File: config.mk
export PLATFORM = sky130hd
export DESIGN_NAME = ctm_timer_top
export DESIGN_NICKNAME = d
export VERILOG_FILES = /design/src/rtl/ctm_pkg.sv /design/src/rtl/ctm_prescaler.sv /design/src/rtl/ctm_counter.sv /design/src/rtl/ctm_compare.sv /design/src/rtl/ctm_timer_top.sv
export SDC_FILE = /design/constraint.sdc
export NUM_CORES = 1
export LEC_CHECK = 0
export BUFFER_PORTS_ARGS = -buffer_cell sky130_fd_sc_hd__buf_4
export CAP_MARGIN = 5
export CORE_MARGIN = 2
export CORE_UTILIZATION = 63
export CTS_CLUSTER_DIAMETER = 100
export DETAILED_ROUTE_END_ITERATION = 10
export PLACE_DENSITY = 0.82
export SYNTH_ARGS = -nofsm -noshare
export SYNTH_HDL_FRONTEND = slang
export SYNTH_SLANG_ARGS = --single-unit
File: constraint.sdc
create_clock -name clk -period 3.65 [get_ports clk]
set_input_delay 0.365 -clock clk [delete_from_list [all_inputs] [get_ports clk]]
set_output_delay 0.365 -clock clk [all_outputs]
set_load 0.02 [all_outputs]
File: src/rtl/ctm_pkg.sv
package ctm_pkg;
  // word indices of the register map (byte address >> 2)
  localparam int IDX_CNT_LO = 0;
  localparam int IDX_CNT_HI = 1;
  localparam int IDX_CTRL   = 2;
  localparam int IDX_STAT   = 3;
  localparam int IDX_CMP_LO = 4;
  localparam int IDX_CMP_HI = 5;
  localparam int IDX_STEP   = 6;
  localparam int NUM_REGS   = 7;

  // control field positions
  localparam int BIT_RUN    = 0;
  localparam int BIT_ARM    = 1;
  localparam int BIT_IRQ    = 2;
  localparam int BIT_AUTO   = 3;
  localparam int DIV_LSB    = 8;

  // status field position
  localparam int BIT_FLAG   = 0;
endpackage

File: src/rtl/ctm_prescaler.sv
module ctm_prescaler #(
  parameter int PSC_W = 8
) (
  input  logic             clk,
  input  logic             rst,
  input  logic             enable,
  input  logic [PSC_W-1:0] divisor,
  output logic             tick
);
  logic [PSC_W-1:0] phase_q;

  // >= keeps the divider safe when the divisor is lowered mid-phase
  assign tick = enable && (phase_q >= divisor);

  always_ff @(posedge clk) begin
    if (rst || !enable) phase_q <= '0;
    else if (tick)      phase_q <= '0;
    else                phase_q <= phase_q + 1'b1;
  end


  tick_spacing_chk: assert property (@(posedge clk) disable iff (rst)
    (enable && tick && divisor != '0) |=> (!tick || divisor != $past(divisor)));
endmodule

File: src/rtl/ctm_counter.sv
module ctm_counter #(
  parameter int DATA_W = 32,
  parameter int HALVES = 2,
  localparam int CNT_W = DATA_W * HALVES
) (
  input  logic              clk,
  input  logic              rst,
  input  logic              enable,
  input  logic              tick,
  input  logic [HALVES-1:0] wr_half,
  input  logic [DATA_W-1:0] wdata,
  output logic [CNT_W-1:0]  count
);
  logic [CNT_W-1:0] cnt_q, cnt_d;

  always_comb begin
    cnt_d = cnt_q;
    if (enable) begin
      if (tick) cnt_d = cnt_q + 1'b1;
    end else begin
      for (int h = 0; h < HALVES; h++)
        if (wr_half[h]) cnt_d[h*DATA_W +: DATA_W] = wdata;
    end
  end

  always_ff @(posedge clk) begin
    if (rst) cnt_q <= '0;
    else     cnt_q <= cnt_d;
  end

  assign count = cnt_q;


  cnt_hold_chk: assert property (@(posedge clk) disable iff (rst)
    (!enable && wr_half == '0) |=> $stable(cnt_q));

  cnt_idle_chk: assert property (@(posedge clk) disable iff (rst)
    (enable && !tick) |=> $stable(cnt_q));
endmodule

File: src/rtl/ctm_compare.sv
module ctm_compare #(
  parameter int DATA_W = 32,
  parameter int HALVES = 2,
  localparam int CNT_W = DATA_W * HALVES
) (
  input  logic              clk,
  input  logic              rst,
  input  logic [CNT_W-1:0]  count,
  input  logic              arm,
  input  logic              auto_en,
  input  logic [HALVES-1:0] wr_half,
  input  logic              wr_step,
  input  logic [DATA_W-1:0] wdata,
  input  logic              clr,
  output logic [CNT_W-1:0]  cmp_val,
  output logic [DATA_W-1:0] step_val,
  output logic              flag
);
  logic [CNT_W-1:0]  cmp_q, cmp_d;
  logic [DATA_W-1:0] step_q;
  logic              blk_q, flag_q, match, hit;

  assign match = (count >= cmp_q);
  // one event per new match; an auto-advance re-opens the window
  assign hit   = arm && match && !blk_q;

  always_comb begin
    cmp_d = cmp_q;
    if (wr_half != '0) begin
      for (int h = 0; h < HALVES; h++)
        if (wr_half[h]) cmp_d[h*DATA_W +: DATA_W] = wdata;
    end else if (hit && auto_en) begin
      cmp_d = cmp_q + CNT_W'(step_q);
    end
  end

  always_ff @(posedge clk) begin
    if (rst) begin
      cmp_q  <= '0;
      step_q <= '0;
      blk_q  <= 1'b0;
      flag_q <= 1'b0;
    end else begin
      cmp_q <= cmp_d;
      if (wr_step) step_q <= wdata;
      blk_q <= arm && match && !(hit && auto_en);
      if (hit)      flag_q <= 1'b1;
      else if (clr) flag_q <= 1'b0;
    end
  end

  assign cmp_val  = cmp_q;
  assign step_val = step_q;
  assign flag     = flag_q;


  flag_needs_arm_chk: assert property (@(posedge clk) disable iff (rst)
    $rose(flag_q) |-> $past(arm));

  flag_sticky_chk: assert property (@(posedge clk) disable iff (rst)
    (flag_q && !clr) |=> flag_q);

  auto_step_chk: assert property (@(posedge clk) disable iff (rst)
    (hit && auto_en && wr_half == '0) |=> cmp_q == $past(cmp_q) + CNT_W'($past(step_q)));
endmodule

File: src/rtl/ctm_timer_top.sv
module ctm_timer_top #(
  parameter int ADDR_W = 5,
  parameter int DATA_W = 32,
  parameter int PSC_W  = 8
) (
  input  logic              clk,
  input  logic              rst,
  input  logic [ADDR_W-1:0] bus_addr,
  input  logic              bus_we,
  input  logic [DATA_W-1:0] bus_wdata,
  output logic [DATA_W-1:0] bus_rdata,
  output logic              irq_o
);
  import ctm_pkg::*;

  localparam int HALVES = 2;
  localparam int CNT_W  = DATA_W * HALVES;
  localparam int WORD_W = ADDR_W - 2;

  logic [WORD_W-1:0]   word;
  logic                aligned;
  logic [NUM_REGS-1:0] sel, wr;

  assign word    = bus_addr[ADDR_W-1:2];
  assign aligned = (bus_addr[1:0] == 2'b00);

  for (genvar i = 0; i < NUM_REGS; i++) begin : g_dec
    assign sel[i] = aligned && (word == WORD_W'(i));
    assign wr[i]  = sel[i] && bus_we;
  end

  // control register
  logic             run_q, arm_q, irqen_q, auto_q;
  logic [PSC_W-1:0] div_q;

  always_ff @(posedge clk) begin
    if (rst) begin
      run_q <= 1'b0; arm_q <= 1'b0; irqen_q <= 1'b0; auto_q <= 1'b0;
      div_q <= '0;
    end else if (wr[IDX_CTRL]) begin
      run_q   <= bus_wdata[BIT_RUN];
      arm_q   <= bus_wdata[BIT_ARM];
      irqen_q <= bus_wdata[BIT_IRQ];
      auto_q  <= bus_wdata[BIT_AUTO];
      div_q   <= bus_wdata[DIV_LSB +: PSC_W];
    end
  end

  logic             tick, flag;
  logic [CNT_W-1:0] count, cmp_val;
  logic [DATA_W-1:0] step_val;

  ctm_prescaler #(.PSC_W(PSC_W)) u_div (
    .clk(clk), .rst(rst), .enable(run_q), .divisor(div_q), .tick(tick)
  );

  ctm_counter #(.DATA_W(DATA_W), .HALVES(HALVES)) u_cnt (
    .clk(clk), .rst(rst), .enable(run_q), .tick(tick),
    .wr_half({wr[IDX_CNT_HI], wr[IDX_CNT_LO]}), .wdata(bus_wdata),
    .count(count)
  );

  ctm_compare #(.DATA_W(DATA_W), .HALVES(HALVES)) u_cmp (
    .clk(clk), .rst(rst), .count(count), .arm(arm_q), .auto_en(auto_q),
    .wr_half({wr[IDX_CMP_HI], wr[IDX_CMP_LO]}), .wr_step(wr[IDX_STEP]),
    .wdata(bus_wdata), .clr(wr[IDX_STAT] && bus_wdata[BIT_FLAG]),
    .cmp_val(cmp_val), .step_val(step_val), .flag(flag)
  );

  // registered read path
  logic [DATA_W-1:0] rd_d, ctrl_rd;

  always_comb begin
    ctrl_rd = '0;
    ctrl_rd[BIT_RUN]  = run_q;
    ctrl_rd[BIT_ARM]  = arm_q;
    ctrl_rd[BIT_IRQ]  = irqen_q;
    ctrl_rd[BIT_AUTO] = auto_q;
    ctrl_rd[DIV_LSB +: PSC_W] = div_q;
  end

  always_comb begin
    rd_d = '0;
    if (sel[IDX_CNT_LO]) rd_d = count[DATA_W-1:0];
    if (sel[IDX_CNT_HI]) rd_d = count[CNT_W-1:DATA_W];
    if (sel[IDX_CTRL])   rd_d = ctrl_rd;
    if (sel[IDX_STAT])   rd_d = DATA_W'(flag);
    if (sel[IDX_CMP_LO]) rd_d = cmp_val[DATA_W-1:0];
    if (sel[IDX_CMP_HI]) rd_d = cmp_val[CNT_W-1:DATA_W];
    if (sel[IDX_STEP])   rd_d = step_val;
  end

  always_ff @(posedge clk) begin
    if (rst) begin
      bus_rdata <= '0;
      irq_o     <= 1'b0;
    end else begin
      bus_rdata <= rd_d;
      irq_o     <= flag && irqen_q;
    end
  end


  irq_source_chk: assert property (@(posedge clk) disable iff (rst)
    irq_o |-> $past(flag && irqen_q));

  unmapped_zero_chk: assert property (@(posedge clk) disable iff (rst)
    $past(sel == '0) |-> bus_rdata == '0);
endmodule

Yosys cells after proc, flatten, opt, wreduce, memory -nomap -nowiden

Index checks and enable logic that the tools add are counted.

Input bits: 40
Output and inout bits: 33
Latch bits: 0
Bits in writable memories: 0
Memories: 0
Logic and storage cells: 83
Bits in registers: 215
Memory bits (read-only): 0

Order comparisons: 2
Add/sub/neg operators: 3
Shift-type cells: 0
Bitwise operators: 0
Reduce and logical (&&, ||, !) cells: 37
Mux-type cells: 17
Equality and inequality tests: 9
Div/mod/pow operators: 0
Multipliers: 0

Operators with widths:

| cell                                                                    | number |
|---|---|
| 32-bit 2-to-1 mux                                                       | 11 |
| 64-bit 2-to-1 mux                                                       | 4 |
| 64-bit by 1-bit adder with 64-bit output, second input constant         | 1 |
| 64-bit by 32-bit adder with 64-bit output                               | 1 |
| 64-bit >= comparator                                                    | 1 |
| 1-bit logical AND                                                       | 21 |
| 2-bit nonzero test                                                      | 5 |
| 3-bit == test, second input constant                                    | 3 |
| 8-bit by 1-bit adder with 8-bit output, second input constant           | 1 |
| 8-bit >= comparator                                                     | 1 |
| 2-bit AND reduction                                                     | 4 |
| 3-bit by 2-bit == test with 1-bit output, second input constant         | 2 |
| 2-bit by 1-bit inequality test with 1-bit output, second input constant | 3 |
| 3-bit by 1-bit == test with 1-bit output, second input constant         | 1 |
| 1-bit logical NOT                                                       | 3 |
| 3-bit logical NOT                                                       | 1 |
| 2-bit logical NOT                                                       | 1 |
| 1-bit 2-to-1 mux                                                        | 2 |
| 2-bit OR reduction                                                      | 1 |
| 1-bit logical OR                                                        | 1 |

Longest topological paths before layout

Gate-level depths: netlist of the first run.

Word-level depth: 9
Gate-level depth with buffers: 14
Mapped depth without buffers: 12

By module

Synthesis of the first run repeated with hierarchy kept, for this count alone.

Cell total of the unflattened synthesis: 2,096
Area, all modules: 16,214.3 um2

By module, submodules not included:

| module        | cells each | instances | sequential area each (um2) | area each (um2) |
|---|---|---|---|---|
| ctm_compare   | 1,059      | 1         | 1,961.9                    | 8,180.3 |
| ctm_counter   | 633        | 1         | 1,281.2                    | 4,630.7 |
| ctm_timer_top | 342        | 1         | 900.9                      | 2,892.8 |
| ctm_prescaler | 62         | 1         | 160.2                      | 510.5 |

Least setup slack after synthesis of the first run

Ideal clock, no wire load.

Path type: flip-flop to flip-flop
Start point: register u_cmp.cmp_q[59] (netlist: u_cmp.cmp_val[59])
End point: register u_cmp.cmp_q[56] (netlist: u_cmp.cmp_val[56])
Period minus slack after synthesis: 2,799 ps
Cell stages (with the launch flop): 15
Data required time: 3,555 ps
Setup time: 95 ps
Buffers on the path: 3
Data arrival time: 2,704 ps
Setup slack: 851 ps
Cells stage by stage: dfxtp_1 > clkbuf_1 > inv_1 > ha_1 > nand4_1 > nor4b_2 > nand4_1 > nor4_1 > a311oi_1 > o21ai_2 > a22o_1 > buf_4 > buf_4 > o21ai_0 > a221oi_1

Longest elaborated chain between the ends: 6

RTL lines:

| item                                 | RTL line          | text |
|---|---|---|
| start, declared                      | ctm_compare.sv:19 | `logic [CNT_W-1:0] cmp_q, cmp_d;` |
| start signal, assigned               | ctm_compare.sv:44 | `cmp_q <= cmp_d;` |
| 64-bit >= comparator                 | ctm_compare.sv:23 | `assign match = (count >= cmp_q);` |
| 1-bit logical AND (2 in series)      | ctm_compare.sv:25 | `assign hit = arm && match && !blk_q;` |
| 1-bit logical AND                    | ctm_compare.sv:32 | `end else if (hit && auto_en) begin` |
| 2-bit nonzero test (no source line)  | -                 |  |
| 2-bit AND reduction (no source line) | -                 |  |

Every way passes these cells.
A chain may end at the register's enable or synchronous reset.

Final worst setup path of the first run

Start point: register u_cmp.cmp_q[59] (netlist: u_cmp.cmp_val[59])
End point: register u_cmp.cmp_q[46] (netlist: u_cmp.cmp_val[46])

The elaborated chain is that of the path after synthesis.

==> out/metrics.yaml, run 1 <==
outcome:
  outcome: "complete, no violations"
yosys:
  yosys_warnings: 0
  syn-cell-area_um2: 14800
  avgSynthCellArea_um2: 7.41
  synth_sequential_area_ratio_pct: 29.2
  synth_top_flop_cell: "dfxtp_1"
  synth_fp_nets: 2140
  synth-async-reset-ratio_pct: 0
  synth_edf_count: 0
  synth_cell_types: 85
  synth_seq_cells: 215
  netlist_instances: 1993
clock_network:
  cts_root_buf: "clkbuf_16"
  h-tree-depth: 1
  clkSinkCount: 215
  cts_tree: "done"
  clkTransAtPathRegs_ps: 60
  clk_latency_ps: 540
  cts_buffer_depth: 3
  postCtsHoldBufs: 0
  cts_buffers: 25
sta:
  fin_ws_ps: 195
  whs_ps: 118
  tightestPinTransition_ps: 1070
  slew_headroom_pct: 28.7
  finalSetupViolCount: 0
  setup-tns-final_ps: 0
  period_needed_ps: 3450
  fmax_mhz: 289
  skew_ps: 13.4
  hold_viol: 0
  rsz0062_at_grt: "false"
  slew_viol_final: 0
  fin_crit_sh_pct: 94.7
setup_path:
  crit_type: "reg2reg"
  path_max_fanout: 21
  end_kind: "register"
  reg2reg_to: "u_cmp.cmp_val[46]"
  r2r-start: "u_cmp.cmp_val[59]"
  arrival_ps: 3880
  reg2reg_slack_ps: 200
  r2r_cells: 12
  cp_data_required_time_ps: 4080
  startpoint_type: "register"
pwr:
  p_sw_w: 0.00139
  ir_drop_uv: 311
  power_density_nw_per_um2: 325
  p_int_w: 0.00399
  pwr-share-seq_pct: 44.4
  power.leakage_nw: 6.14
  p_sw_share_pct: 25.8
  pwr-share-clk_pct: 47.4
  p_comb_share_pct: 8.2
grt:
  grt_use_total_pct: 44.1
  antenna_found_initial: 1
  grt_pass1_wl_mm: 84.6
  grt_max_degree: 84
  first_global_vias: 14700
  grt-ovfl-total: 0
finish:
  area_growth_syn_to_layout_pct: 12.2
  drive_above_1_share_pct: 10.5
  fillers: 1982
  multi_input_area_um2: 9650
  nets: 2174
  stdcell_count: 2362
  final_common_cell: "nand2_1"
  final_cell_mix: "nand2_1 (278), dfxtp_1 (213), a21oi_1 (189), nor2_1 (189), buf_4 (127)"
  seq_area_um2: 4310
  postLayoutCoreUtil_pct: 71.2
  antennaDiodeCount: 0
placement:
  dp_hpwl_mm: 40.4
  port_buffers: 72
  dp.cells: 2319
  pre_cts_ws_ps: 285
  place.gp.congestion: 1.02
worst_hold_path:
  hp-start: "bus_wdata[6]"
  holdPathStages: 3
  hold_path_end: "u_cmp.step_val[6]"
  hold_path_class: "in2reg"
drt:
  drt_pass1_iterations: 8
  wirelength_mm: 55.8
  drcViolationCount: 0
  ant_nets: 0
  wl_per_cell_um: 23.6
  via_per_inst: 6.94
  dr.first_iter.drc_count: 2747
  routed-via-count: 16400
die:
  start_util_pct: 63.4
  coreArea_um2: 23300
  dieArea_um2: 24700
  rows: 56
  dieWidth_um: 157
  die_y_um: 157
  io_pins: 73
flow_run:
  cap_violations: 0
==> metrics by stage <==
step	cell area, um2	total power, W
after global routing	16600	0.00549
after detailed placement	15700	0.00286
after global placement	15700	0.00285
after floorplan	14800	0.00267
final	16600	0.00538
after CTS	16600	0.00535
==> sequential cells by signal, indices dropped and copies added, names as in the netlist, 8 cells and up <==
name and count:
u_cnt.count 64, bus_rdata 32, u_div.phase_q 8, u_cmp.cmp_val 64, div_q 8, u_cmp.step_val 32
==> area by class of cell <==
type / instances / area share (%)
multi-input cells: 1557 / 58.2
flip-flops and latches: 215 / 26.0
repair buffers: 132 / 6.31
well taps: 319 / 2.41
inverters: 96 / 2.18
clock inverters: 11 / 0.649
clock buffers: 32 / 4.24
==> power groups by stage <==
stage	sequential [W]	combinational, W	clock (W)
floorplan	0.00244	0.000234	0
global placement	0.00244	0.000413	0
detailed placement	0.00244	0.000418	0
CTS	0.00239	0.000419	0.00254
global route	0.00239	0.000461	0.00264
finish	0.00239	0.000442	0.00255
==> cells by family (layout without fill, tap and decap cells) <==
kind of cell               Yosys count  after routing  synth area share, %
xor gates and xnor gates            33             33                 1.96
muxes                               19             19                 1.30
adders and majority gates          107            107                 9.12
AOI/OAI and AO/OA                  662            662                 29.5
and+or+nand+nor                    736            736                 23.1
DFF                                215            215                 29.2
buffers and inverters              221            271                 5.78
==> Yosys cell counts, types with 20 or more instances <==
| master | number | share of area [%] |
|---|---|---|
| and3_1 | 20 | 0.85 |
| a22oi_1 | 57 | 2.9 |
| o21a_1 | 21 | 1.1 |
| a211oi_1 | 71 | 3.6 |
| o21ai_0 | 111 | 3.8 |
| ha_1 | 106 | 9.0 |
| inv_1 | 94 | 2.4 |
| clkbuf_1 | 103 | 2.6 |
| nor3_1 | 57 | 1.9 |
| a221oi_1 | 36 | 2.1 |
| nand2_1 | 280 | 7.1 |
| nor4_1 | 21 | 0.89 |
| nand4_1 | 30 | 1.3 |
| a21o_1 | 30 | 1.5 |
| nand3_1 | 54 | 1.8 |
| nor2_1 | 189 | 4.8 |
| dfxtp_1 | 215 | 29 |
| a21oi_1 | 191 | 6.5 |
==> timing repair <==
action	CTS	global route
buffers inserted	0	0
gates resized for setup	0	3
endpoints found under the setup margin	0	5
==> worst max-delay path by stage <==
stage               cells after the start         startpoint                end  slack (ps)
detailed placement                     12  u_cmp.cmp_val[59]  u_cmp.cmp_val[46]         280
floorplan                              14  u_cmp.cmp_val[59]  u_cmp.cmp_val[56]         850
finish                                 12  u_cmp.cmp_val[59]  u_cmp.cmp_val[46]         200
CTS                                    12  u_cmp.cmp_val[54]  u_cmp.cmp_val[46]         250
global placement                       12  u_cmp.cmp_val[59]  u_cmp.cmp_val[46]         370
global route                           11  u_cmp.cmp_val[41]  u_cmp.cmp_val[36]          30
==> per-layer routing <==
layer / vias up / global-route usage [%] / wire (um)
met5: - / 2.28 / 69
met4: 2 / 17.7 / 2320
met3: 190 / 11.5 / 7920
met2: 1189 / 65.2 / 23500
met1: 7636 / 61.1 / 22000
li1: 7382 / - / -
==> worst max-delay path: stages (launching register included) <==
cell and delay [ps]:
dfxtp_1 490, inv_1 80, ha_1 320, nand4_1 260
nor4b_4 400, nand4_1 210, nor4_1 320, a311oi_1 150
o21ai_2 160, a22o_1 200, buf_4 270, nor2_1 170
o2bb2a_1 320
Note: power is estimated with default switching activity, not from simulation.
==> run 2: changes to the inputs <==
--- a/config.mk
+++ b/config.mk
@@ -5,13 +5,13 @@
 export SDC_FILE = /design/constraint.sdc
 export NUM_CORES = 1
 export LEC_CHECK = 0
-export BUFFER_PORTS_ARGS = -buffer_cell sky130_fd_sc_hd__buf_4
 export CAP_MARGIN = 5
 export CORE_MARGIN = 2
-export CORE_UTILIZATION = 63
+export CORE_UTILIZATION = 65
 export CTS_CLUSTER_DIAMETER = 100
 export DETAILED_ROUTE_END_ITERATION = 10
-export PLACE_DENSITY = 0.82
+export DONT_BUFFER_PORTS = 1
+export PLACE_DENSITY = 0.81
 export SYNTH_ARGS = -nofsm -noshare
 export SYNTH_HDL_FRONTEND = slang
 export SYNTH_SLANG_ARGS = --single-unit
==> out/metrics.yaml, run 2 (synthesis gave the netlist of run 1 again) <==
outcome:
  outcome: "complete, no violations"  # unchanged
die:
  start_util_pct: 65.8  # was 63.4%
  rows: 55  # was 56
  dieWidth_um: 155  # was 157 um
  coreArea_um2: 22400  # was 23,300 um2
  die_y_um: 155  # was 157 um
  dieArea_um2: 23900  # was 24,700 um2
  io_pins: 73  # unchanged
sta:
  whs_ps: 7.83  # was 118 ps
  finalSetupViolCount: 0  # unchanged
  tightestPinTransition_ps: 1100  # was 1070 ps
  fin_crit_sh_pct: 97.1  # was 94.7%
  period_needed_ps: 3550  # was 3450 ps
  hold_viol: 0  # unchanged
  slew_viol_final: 0  # unchanged
  slew_headroom_pct: 26.1  # was 28.7%
  fmax_mhz: 282  # was 289 MHz
  skew_ps: 9.39  # was 13.4 ps
worst_hold_path:
  hold_path_end: "u_cnt.count[39]"  # was u_cmp.step_val[6]
  hp-start: "bus_wdata[7]"  # was bus_wdata[6]
  hold_path_class: "in2reg"  # unchanged
  holdPathStages: 2  # was 3
drt:
  ant_nets: 0  # unchanged
  wl_per_cell_um: 25.2  # was 23.6 um
  drcViolationCount: 0  # unchanged
  via_per_inst: 7.14  # was 6.94
  dr.first_iter.drc_count: 2598  # was 2,747
  wirelength_mm: 58.2  # was 55.8 mm
  drt_pass1_iterations: 8  # unchanged
  routed-via-count: 16500  # was 16,400
placement:
  place.gp.congestion: 1.04  # was 1.02
  dp_hpwl_mm: 40.4  # about the same
  port_buffers: 0  # was 72
clock_network:
  cts_tree: "done"  # unchanged
  clkSinkCount: 215  # unchanged
  cts_buffer_depth: 3  # unchanged
  clk_latency_ps: 540  # about the same
  cts_buffers: 25  # unchanged
  clkTransAtPathRegs_ps: 60  # about the same
  h-tree-depth: 1  # unchanged
  cts_root_buf: "clkbuf_16"  # unchanged
pwr:
  power_density_nw_per_um2: 325  # about the same
  pwr-share-clk_pct: 48.0  # was 47.4%
  ir_drop_uv: 319  # was 311 uV
  pwr-share-seq_pct: 44.8  # was 44.4%
  p_sw_share_pct: 24.7  # was 25.8%
  power.leakage_nw: 6.00  # was 6.14 nW
  p_sw_w: 0.00132  # was 0.00139 W
  total_power_w: 0.00535  # was 0.00538 W
  p_comb_share_pct: 7.1  # was 8.2%
  p_int_w: 0.00402  # was 0.00399 W
setup_path:
  startpoint_type: "register"  # unchanged
  max_stage_delay_ps: 520  # was 490 ps
  crit_path_cell_trace: "inv_1 -> ha_1 -> nand4_1 -> nor4b_2 -> nand4_1 -> nor4_1 -> a311oi_1 -> o21ai_2 -> a22o_2 -> buf_4 -> o21ai_0 -> a221oi_1"  # was inv_1 -> ha_1 -> nand4_1 -> nor4b_4 -> nand4_1 -> nor4_1 -> a311oi_1 -> o21ai_2 -> a22o_1 -> buf_4 -> nor2_1 -> o2bb2a_1
  critPathSlowestCell: "nor4b_2"  # was dfxtp_1
  cpMostUsedCell: "nand4_1"  # unchanged
  arrival_ps: 3980  # was 3880 ps
  end_kind: "register"  # unchanged
  crit_type: "reg2reg"  # unchanged
  crit_family: "simple AND/OR/NAND/NOR gates"  # unchanged
  reg2reg_slack_ps: 100  # was 200 ps
  r2r-start: "u_cmp.cmp_val[60]"  # was u_cmp.cmp_val[59]
  cp_data_required_time_ps: 4090  # was 4080 ps
  critPathBufInv: 2  # unchanged
  path_max_fanout: 14  # was 21
  reg2reg_to: "u_cmp.cmp_val[60]"  # was u_cmp.cmp_val[46]
  r2r_cells: 12  # unchanged
grt:
  grt_pass1_wl_mm: 89.3  # was 84.6 mm
  first_global_vias: 15400  # was 14,700
  grt_use_total_pct: 47.8  # was 44.1%
  grt-ovfl-total: 0  # unchanged
  antenna_found_initial: 5  # was 1
  grt_max_degree: 190  # was 84
finish:
  nets: 2150  # was 2,174
  final_common_cell: "nand2_1"  # unchanged
  drive_above_1_share_pct: 7.57  # was 10.5%
  final_cell_mix: "nand2_1 (278), dfxtp_1 (214), a21oi_1 (190)"  # was nand2_1 (278), dfxtp_1 (213), a21oi_1 (189), nor2_1 (189), buf_4 (127)
  area_growth_syn_to_layout_pct: 11.5  # was 12.2%
flow_run:
  cap_violations: 0  # unchanged
[run 2: cell count changes in the layout (fill, tap and decap cells not counted), sizes merged]
cell / delta
inv: +1
dlygate4sd3: +36
clkbuf: +6
clkinv: -4
buf: -60
clkinvlp: -1
diode: +2
[run 2: power by group through the flow]
stage,Combinational (W),Clock [W],Sequential [W]
floorplan,0.000234,0,0.00244
global placement,0.000276,0,0.00245
detailed placement,0.000281,0,0.00245
CTS,0.000361,0.00256,0.00239
global route,0.000400,0.00266,0.00240
finish,0.000382,0.00257,0.00240
[run 2: layout make-up]
class	instances	area (um2)
multi-input cells	1557	9650
fillers	1799	5980
flip-flops and latches	215	4310
repair buffers	108	958
clock buffers	38	734
inverters	96	360
well taps	285	357
clock inverters	7	88.8
diodes	2	5.00
[run 2: worst reg2reg max path, cell delays in order (launching register included)]
cell and delay, ps:
dfxtp_1 410, inv_1 80, ha_1 280, nand4_1 210, nor4b_2 520, nand4_1 230
nor4_1 400, a311oi_1 170, o21ai_2 170, a22o_2 320, buf_4 260, o21ai_0 120
a221oi_1 280
[run 2: through the flow]
stage               TNS [ps]  utilization, %  std cells  setup WS, ps  area, um2
floorplan                  0               -       1993           851      14800
global placement           0            67.8       2222           330      15200
detailed placement         0            67.8       2222           245      15200
CTS                        0            73.2       2304           165      16400
global route           -7.22            73.3       2306         -7.22      16500
finish                     0            73.4       2308           104      16500
[run 2: metal layers]
metal | GRT usage, % | up-vias | wire length, um
li1 | - | 7338 | -
met1 | 65.1 | 7629 | 22400
met2 | 68.2 | 1260 | 23400
met3 | 14.2 | 250 | 8700
met4 | 24.6 | 6 | 3600
met5 | 0 | - | 68
[run 2: worst max-delay path by stage]
stage	slack, ps	endpoint	cells after the start	from
floorplan	850	u_cmp.cmp_val[56]	14	u_cmp.cmp_val[59]
global placement	330	u_cmp.cmp_val[1]	12	u_cmp.cmp_val[15]
detailed placement	250	u_cmp.cmp_val[60]	12	u_cmp.cmp_val[60]
CTS	170	u_cmp.cmp_val[60]	12	u_cmp.cmp_val[60]
global route	-7	u_cmp.cmp_val[60]	12	u_cmp.cmp_val[60]
finish	100	u_cmp.cmp_val[60]	12	u_cmp.cmp_val[60]
[run 2: timing repair]
action,4_1_cts,5_1_grt
gates resized for setup,0,2
hold buffers,37,0
hold endpoints to repair,194,0
buffers inserted,0,2
endpoints found under the setup margin,0,6
